--- src/rtl/can_dstf_pkg.sv ---
package can_dstf_pkg;

    typedef enum logic [1:0] {
        ST_IDLE,
        ST_ACTIVE,
        ST_TAIL
    } dstf_state_e;

    typedef enum logic [1:0] {
        RUN_HOLD,
        RUN_CLEAR,
        RUN_RESTART,
        RUN_EXTEND
    } run_op_e;

    typedef enum logic [1:0] {
        K_NONE,
        K_DATA,
        K_STUFF,
        K_ERR
    } bit_kind_e;

endpackage

--- src/rtl/dstf_run_tracker.sv ---
module dstf_run_tracker
    import can_dstf_pkg::*;
#(
    parameter int RUN_LIMIT = 5,
    parameter int CNT_W     = 3
) (
    input  logic    clk,
    input  logic    rst,
    input  run_op_e op,
    input  logic    bit_in,
    output logic    last_bit,
    output logic    run_empty,
    output logic    run_full
);

    logic [CNT_W-1:0] run_len;

    always_ff @(posedge clk) begin
        if (rst) begin
            run_len  <= '0;
            last_bit <= 1'b0;
        end else begin
            unique case (op)
                RUN_CLEAR:   run_len <= '0;
                RUN_RESTART: begin
                    run_len  <= CNT_W'(1);
                    last_bit <= bit_in;
                end
                RUN_EXTEND:  run_len <= run_len + 1'b1;
                default:     ;
            endcase
        end
    end

    assign run_empty = (run_len == '0);
    assign run_full  = (run_len == CNT_W'(RUN_LIMIT));

endmodule

--- src/rtl/dstf_ctrl.sv ---
module dstf_ctrl
    import can_dstf_pkg::*;
(
    input  logic    clk,
    input  logic    rst,
    input  logic    frame_start,
    input  logic    raw_valid,
    input  logic    raw_bit,
    input  logic    tail_zone,
    input  logic    last_bit,
    input  logic    run_empty,
    input  logic    run_full,
    output run_op_e op,
    output logic    raw_strobe,
    output logic    data_valid,
    output logic    data_bit,
    output logic    stuff_strobe,
    output logic    stuff_err
);

    dstf_state_e state, state_n;
    bit_kind_e   kind;

    always_ff @(posedge clk) begin
        if (rst) state <= ST_IDLE;
        else     state <= state_n;
    end

    always_comb begin
        state_n = state;
        op      = RUN_HOLD;
        kind    = K_NONE;
        if (frame_start) begin
            state_n = ST_ACTIVE;
            if (raw_valid) begin
                op   = RUN_RESTART;
                kind = K_DATA;
            end else begin
                op = RUN_CLEAR;
            end
        end else begin
            unique case (state)
                ST_IDLE: ;
                ST_ACTIVE: begin
                    if (tail_zone) begin
                        state_n = ST_TAIL;
                        if (raw_valid) kind = K_DATA;
                    end else if (raw_valid) begin
                        if (run_empty) begin
                            op   = RUN_RESTART;
                            kind = K_DATA;
                        end else if (run_full) begin
                            if (raw_bit != last_bit) begin
                                op   = RUN_RESTART;
                                kind = K_STUFF;
                            end else begin
                                op      = RUN_CLEAR;
                                kind    = K_ERR;
                                state_n = ST_IDLE;
                            end
                        end else if (raw_bit == last_bit) begin
                            op   = RUN_EXTEND;
                            kind = K_DATA;
                        end else begin
                            op   = RUN_RESTART;
                            kind = K_DATA;
                        end
                    end
                end
                ST_TAIL: begin
                    if (raw_valid) kind = K_DATA;
                end
                default: state_n = ST_IDLE;
            endcase
        end
    end

    always_ff @(posedge clk) begin
        if (rst) begin
            raw_strobe   <= 1'b0;
            data_valid   <= 1'b0;
            data_bit     <= 1'b0;
            stuff_strobe <= 1'b0;
            stuff_err    <= 1'b0;
        end else begin
            raw_strobe   <= raw_valid;
            data_valid   <= (kind == K_DATA);
            data_bit     <= (kind == K_DATA) ? raw_bit : 1'b0;
            stuff_strobe <= (kind == K_STUFF);
            stuff_err    <= (kind == K_ERR);
        end
    end

endmodule

--- src/rtl/can_destuffer.sv ---
module can_destuffer
    import can_dstf_pkg::*;
#(
    parameter int RUN_LIMIT = 5
) (
    input  logic clk,
    input  logic rst,
    input  logic frame_start,
    input  logic raw_valid,
    input  logic raw_bit,
    input  logic tail_zone,
    output logic raw_strobe,
    output logic data_valid,
    output logic data_bit,
    output logic stuff_strobe,
    output logic stuff_err
);

    localparam int CNT_W = $clog2(RUN_LIMIT + 1);

    run_op_e run_op;
    logic    last_bit;
    logic    run_empty;
    logic    run_full;

    dstf_run_tracker #(
        .RUN_LIMIT (RUN_LIMIT),
        .CNT_W     (CNT_W)
    ) u_run (
        .clk       (clk),
        .rst       (rst),
        .op        (run_op),
        .bit_in    (raw_bit),
        .last_bit  (last_bit),
        .run_empty (run_empty),
        .run_full  (run_full)
    );

    dstf_ctrl u_ctrl (
        .clk          (clk),
        .rst          (rst),
        .frame_start  (frame_start),
        .raw_valid    (raw_valid),
        .raw_bit      (raw_bit),
        .tail_zone    (tail_zone),
        .last_bit     (last_bit),
        .run_empty    (run_empty),
        .run_full     (run_full),
        .op           (run_op),
        .raw_strobe   (raw_strobe),
        .data_valid   (data_valid),
        .data_bit     (data_bit),
        .stuff_strobe (stuff_strobe),
        .stuff_err    (stuff_err)
    );

endmodule

--- config.mk ---
export PLATFORM = sky130hd
export DESIGN_NAME = can_destuffer
export DESIGN_NICKNAME = d
export VERILOG_FILES = /design/src/rtl/can_dstf_pkg.sv /design/src/rtl/dstf_run_tracker.sv /design/src/rtl/dstf_ctrl.sv /design/src/rtl/can_destuffer.sv
export SDC_FILE = /design/constraint.sdc
export NUM_CORES = 1
export LEC_CHECK = 0
export ABC_AREA = 0
export BUFFER_PORTS_ARGS = -buffer_cell sky130_fd_sc_hd__buf_2
export CAP_MARGIN = 20
export CORE_AREA = 2 2 39 41
export DETAILED_ROUTE_END_ITERATION = 16
export DIE_AREA = 0 0 41 43
export PLACE_DENSITY_LB_ADDON = 0.15
export SLEW_MARGIN = 20
export SYNTH_ARGS = -nofsm -noshare
export SYNTH_HDL_FRONTEND = slang
export SYNTH_HIERARCHICAL = 1
export SYNTH_SLANG_ARGS = --single-unit
--- constraint.sdc ---
create_clock -name clk -period 1.7 [get_ports clk]
set_input_delay 0.17 -clock clk [delete_from_list [all_inputs] [get_ports clk]]
set_output_delay 0.17 -clock clk [all_outputs]
set_load 0.02 [all_outputs]
==> results of run 1 <==
where the power goes:
group          switching [uW]  total, uW  internal (uW)
combinational            61.7        111           49.1
clock                    90.4        181           90.7
sequential               5.08        274            269
metal layers:
metal	vias up	share of wire, %	GRT usage, %
met1	245	47	17.5
met3	2	3.3	4.71
li1	279	-	-
met2	6	48	25.0
met4	0	0.81	12.0
met5	-	0	0
repair_timing:
action                                  in CTS  in global routing
buffers inserted                             0                  2
endpoints found under the setup margin       3                  4
pin swaps                                    0                  2
resized for setup                            1                  8
worst reg2reg max path, cell delays in order (launching register included):
cell      delay (ns)
dfxtp_2         0.34
inv_1           0.05
ha_1            0.19
nor2b_4         0.14
nor2b_4         0.13
a21oi_2         0.06
o21a_2          0.25
nand2b_1        0.09
mux2i_1         0.18
nor2_1          0.05
state kept, by name (all words and copies together) (netlist names):
register,flops
u_ctrl/raw_strobe,1
u_ctrl/state,2
u_ctrl/data_bit,1
u_ctrl/stuff_err,1
u_ctrl/stuff_strobe,1
u_ctrl/data_valid,1
u_run/run_len,3
u_run/last_bit,1
logic make-up after synthesis:
| kind of cell | Yosys count |
|---|---|
| mux | 1 |
| simple gates | 31 |
| buf+inv | 5 |
| xor+xnor | 1 |
| flops | 11 |
| compound gates | 13 |
| fa+ha+maj | 6 |
area by class of cell:
type	count	area [um^2]	share of cell area, %
Inverter	5	18.8	2.40
Tap cell	16	20.0	2.56
Sequential cell	11	223	28.4
Clock buffer	4	26.3	3.35
Multi-Input combinational cell	52	415	53.0
Timing Repair Buffer	14	80.1	10.2
metrics by stage:
step | total power (uW) | std cells | setup WS, ns | hold WS (ns) | cell area (um^2)
2_1_floorplan | 348 | 68 | 0.128 | 0.239 | 633
3_3_place_gp | 378 | 96 | 0.0361 | 0.475 | 718
3_5_place_dp | 379 | 96 | -0.0179 | 0.476 | 718
4_1_cts | 564 | 100 | 0.00948 | 0.180 | 746
5_1_grt | 598 | 102 | 0.0193 | 0.190 | 783
6_report | 566 | 102 | 0.116 | 0.185 | 783
worst max-delay path by stage:
stage                                        startpoint                           to  slack [ns]
after floorplan           u_run/run_len[0]$_SDFFE_PP0P_  u_run/last_bit$_SDFFE_PP0N_        0.13
after global placement    u_run/run_len[0]$_SDFFE_PP0P_  u_run/last_bit$_SDFFE_PP0N_        0.04
after detailed placement  u_run/run_len[0]$_SDFFE_PP0P_  u_run/last_bit$_SDFFE_PP0N_       -0.02
after CTS                 u_run/run_len[0]$_SDFFE_PP0P_  u_run/last_bit$_SDFFE_PP0N_       0.009
after global routing      u_run/run_len[0]$_SDFFE_PP0P_  u_run/last_bit$_SDFFE_PP0N_        0.02
final                     u_run/run_len[0]$_SDFFE_PP0P_  u_run/last_bit$_SDFFE_PP0N_        0.12
Yosys cell counts (2+ instances only):
library cell,count,area share [%]
nand4b_1,2,2.8
nand3_1,3,2.4
nand2b_1,4,4.0
ha_1,6,12
nor2b_1,4,4.0
nor2_1,6,3.6
and3b_1,2,2.8
nand2_1,4,2.4
o41ai_1,2,2.8
inv_1,5,3.0
and3_1,2,2.0
dfxtp_1,11,35
a21oi_1,3,2.4
o21a_1,2,2.4
==> results.toml, run 1 <==
[run_status]
status = "finished, final reports clean"

[yosys]
synth-simple-area-share_pct = 28.1
yosys_warnings = 6
yosys.area_share.xor_xnor_pct = 2.57
syn_area_per_cell_um2 = 9.31
async_reset_ff_share_pct = 0
syn-num-nets = 80
synth_compound_area_share_pct = 18.2
synth-seq-area-share_pct = 34.8
syn-instance-count = 68
yosys-mux-area-fraction_pct = 1.58
synthAdderAreaFrac_pct = 11.9
ys_ff_latch = 11
synth_cell_types = 26
synth_top_family_by_area = "simple AND/OR/NAND/NOR gates"
syn-cell-area_um2 = 633
synth-edff-count = 0
synth_flop_cell = "dfxtp_1"

[critical_path]
crit_chain = "inv_1 -> ha_1 -> nor2b_4 -> nor2b_4 -> a21oi_2 -> o21a_2 -> nand2b_1 -> mux2i_1 -> nor2_1"
path_common_cell = "nor2b_4"
critPathTopFamily = "simple AND/OR/NAND/NOR gates"
reg2reg_from = "u_run/run_len[0]$_SDFFE_PP0P_"
crit_fanout = 5
worstPathRequired_ns = 1.86
slowest_delay_ns = 0.34
critical_path_class = "register to register"
cp_num_buf_inv = 1
crit_path_top_delay_cell = "dfxtp_2"
endpoint_kind = "register"
path_depth = 9
reg2reg_slack_ns = 0.12
critPathArrivalTime_ns = 1.75
cp-start-kind = "register"
r2r_cells = 9
r2r_end = "u_run/last_bit$_SDFFE_PP0N_"

[timing]
maxSlewHeadroom_pct = 77.7
clock_skew_ns = 0.00615
min_period_ns = 1.58
hold_viol_final = 0
rsz0062_at_grt = "no"
worst_pin_slew_ns = 0.333
drv_slew = 0
fin_tns_setup_ns = 0
min_period_over_period_pct = 93.2
final-setup-viol-count = 0
max_clock_freq_mhz = 631

[global_route]
antenna_found_initial = 0
grt_max_degree = 11
grt.overflow.total = 0
grtUsageTotal_pct = 16.2
grt_pass1_vias = 473
grt_pass1_wl_um = 1870

[layout]
areaGrowthSynthToFinish_pct = 23.7
n_fill_cell = 131
layout_commonest_cell = "buf_2"
insertedDiodeCount = 0
mostFrequentLayoutCells = "buf_2, dfxtp_1, nor2_1, ha_1, inv_1"
drive_gt1_share_pct = 31.4
nNetsFinal = 99
fin_util_pct = 56.6

[min_path]
min_to = "u_run/run_len[0]$_SDFFE_PP0P_"
hold_depth = 2
hp-start = "rst"
holdCritPathClass = "input pin to register"

[clock_tree]
numCtsBuffers = 3
cts_root_buffer = "clkbuf_4"
cts_sinks = 11
cts_max_path_buffers = 2
cts_max_level = 1
cts-hold-fix-buffers = 0
clk_pin_slew_ns = 0.08
cts_tree = "done"
clk_latency_ns = 0.27

[pwr]
p_leak_uw = 0.000356
power_density_mw_per_mm2 = 722
peakVddDrop_mv = 0.453

[drt]
drt_iter0_markers = 8
wl_per_cell_um = 12.0
vias_per_cell = 5.22
vias = 532
first_pass_iters = 3
ant_nets = 0
routed_wl_um = 1230
drc = 0

[placed_design]
dp_hpwl_um = 905
place.gp.congestion = 0.670
io_buffers = 10

[floorplan]
die_x_um = 41
start_util_pct = 45.8
core_mm2 = 0.00138
dieArea_mm2 = 0.00176
rows = 14
die_h_um = 43
io_pins = 11

[run]
cap_violations = 0
(Power assumes the default switching activity.)
==> inputs of run 2 (changes only) <==
--- a/config.mk
+++ b/config.mk
@@ -8,12 +8,15 @@
 export ABC_AREA = 0
 export BUFFER_PORTS_ARGS = -buffer_cell sky130_fd_sc_hd__buf_2
 export CAP_MARGIN = 20
-export CORE_AREA = 2 2 39 41
+export CELL_PAD_IN_SITES_DETAIL_PLACEMENT = 0
+export CELL_PAD_IN_SITES_GLOBAL_PLACEMENT = 1
+export CORE_MARGIN = 2
+export CORE_UTILIZATION = 39
 export DETAILED_ROUTE_END_ITERATION = 16
-export DIE_AREA = 0 0 41 43
 export PLACE_DENSITY_LB_ADDON = 0.15
 export SLEW_MARGIN = 20
 export SYNTH_ARGS = -nofsm -noshare
 export SYNTH_HDL_FRONTEND = slang
 export SYNTH_HIERARCHICAL = 1
 export SYNTH_SLANG_ARGS = --single-unit
+export TNS_END_PERCENT = 5
==> run 2 against run 1 <==
  * Largest power group unchanged
  * Utilization shrank 3.2 points
  * Setup slack lost 0.053 ns
  * Clock skew shrank 0.0020 ns
  * Worst hold slack gained 0.015 ns
  * Clock power shrank 4%
  * Die area grew 11%
  * Clock-buffer cell count is the same
  * Fmax shrank 3.2%
  * Combinational power grew 4%
  * Total power shrank 0.52%
  * Sequential cell count is the same
==> results.toml, run 2 (same netlist as run 1, synthesis figures left out) <==
[run_status]
status = "finished, final reports clean"

[pwr]
power_density_mw_per_mm2 = 699
p_int_uw = 411
power.switching_uw = 152
combPwrFrac_pct = 20.4
peakVddDrop_mv = 0.486
swShare_pct = 26.9
p_clk_share_pct = 30.8
sequentialPowerShare_pct = 48.8
p_leak_uw = 0.000369

[floorplan]
start_util_pct = 42.0
io_pins = 11
dieArea_mm2 = 0.00196
core_mm2 = 0.00151
die_h_um = 44.3
rows = 14
die_x_um = 44.3

[drt]
ant_nets = 0
drc = 0
wl_per_cell_um = 12.4
first_pass_iters = 2
routed_wl_um = 1290
vias_per_cell = 5.29
vias = 550
drt_iter0_markers = 3

[global_route]
grtUsageTotal_pct = 15.1
grt_pass1_vias = 538
grt_max_degree = 11
antenna_found_initial = 0
grt.overflow.total = 0
grt_pass1_wl_um = 2190

[layout]
design_area_um2 = 805
reg.largest.list = "u_run/run_len: 3 flops, u_ctrl/state: 2 flops"
register_area_um2 = 221
n_fill_cell = 151
insertedDiodeCount = 0
largest_reg_flops = 3
areaGrowthSynthToFinish_pct = 27.1
largest-register = "u_run/run_len"
fin_util_pct = 53.4
drive_gt1_share_pct = 34.1
nNetsFinal = 101
mostFrequentLayoutCells = "buf_2, dfxtp_1, nor2_1, buf_4, ha_1"
multi_input_comb_area_um2 = 423

[timing]
max_clock_freq_mhz = 611
clock_skew_ns = 0.00416
final-setup-viol-count = 0
min_period_ns = 1.64
min_period_over_period_pct = 96.3
rsz0062_at_grt = "yes"
worst_pin_slew_ns = 0.335
drv_slew = 0
hold_viol_final = 0
fin_tns_setup_ns = 0
maxSlewHeadroom_pct = 77.6
hold_ws_ns = 0.200

[clock_tree]
cts_root_buffer = "clkbuf_4"
cts_max_path_buffers = 2
cts-hold-fix-buffers = 0
cts_tree = "done"
clk_latency_ns = 0.27
cts_max_level = 1
clk_pin_slew_ns = 0.07
cts_sinks = 11
numCtsBuffers = 3

[placed_design]
dp_hpwl_um = 969
place.gp.congestion = 0.760
io_buffers = 10
placed_area_um2 = 726

[critical_path]
worstPathRequired_ns = 1.86
critical_path_class = "register to register"
critPathTopFamily = "simple AND/OR/NAND/NOR gates"
crit_chain = "inv_1 -> ha_1 -> and2_1 -> nor2b_2 -> buf_4 -> buf_4 -> and3_1 -> o41ai_2"
reg2reg_from = "u_run/run_len[1]$_SDFFE_PP0P_"
critPathArrivalTime_ns = 1.80
slowest_delay_ns = 0.33
cp_num_buf_inv = 3
crit_path_top_delay_cell = "dfxtp_1"
r2r_cells = 8
cp-start-kind = "register"
path_common_cell = "buf_4"
reg2reg_slack_ns = 0.06
crit_fanout = 4
r2r_end = "u_ctrl/data_valid$_SDFF_PP0_"
endpoint_kind = "register"

[run]
cap_violations = 0

[min_path]
hp-start = "rst"
min_to = "u_run/last_bit$_SDFFE_PP0N_"
holdCritPathClass = "input pin to register"
hold_depth = 2
## run 2: area by class of cell
cell class                      instances  area share, %
Inverter                                5           2.33
Sequential cell                        11           27.5
Multi-Input combinational cell         52           52.6
Clock buffer                            4           3.27
Tap cell                               16           2.49
Timing Repair Buffer                   16           11.8
## run 2: stage by stage
step / std cells / power, uW / setup slack (ns)
CTS: 102 / 563 / 0.0110
finish: 104 / 563 / 0.0628
global route: 104 / 601 / -0.0294
global placement: 97 / 383 / 0.0242
detailed placement: 97 / 384 / -0.0282
floorplan: 68 / 348 / 0.128
## run 2: worst max-delay path by stage
stage / startpoint / to / slack, ns / cells past startpoint
after floorplan: u_run/run_len[0]$_SDFFE_PP0P_ / u_run/last_bit$_SDFFE_PP0N_ / 0.13 / 9
after global placement: u_run/run_len[0]$_SDFFE_PP0P_ / u_run/last_bit$_SDFFE_PP0N_ / 0.02 / 9
after detailed placement: u_run/run_len[0]$_SDFFE_PP0P_ / u_run/last_bit$_SDFFE_PP0N_ / -0.03 / 9
after CTS: u_run/run_len[0]$_SDFFE_PP0P_ / u_run/last_bit$_SDFFE_PP0N_ / 0.01 / 9
after global routing: u_run/run_len[1]$_SDFFE_PP0P_ / u_ctrl/data_valid$_SDFF_PP0_ / -0.03 / 8
final: u_run/run_len[1]$_SDFFE_PP0P_ / u_ctrl/data_valid$_SDFF_PP0_ / 0.06 / 8
## run 2: routing by layer
metal / up-vias / track usage (%) / share of wire (%)
met1: 258 / 15.3 / 42
met2: 9 / 28.5 / 54
li1: 283 / - / -
met5: - / 0 / 0
met4: 0 / 3.64 / 0
met3: 0 / 6.12 / 3.7
## run 2: power by group through the flow
stage               sequential (uW)  clock, uW  combinational [uW]
finish                          275        173                 115
global route                    276        196                 129
CTS                             274        185                 105
detailed placement              280          0                 104
global placement                279          0                 104
floorplan                       285          0                63.5
## run 2: timing repair
item	in CTS	in global routing
endpoints found under the setup margin	1	3
gates resized for setup	1	8
pin swaps	0	4
setup buffers	1	2
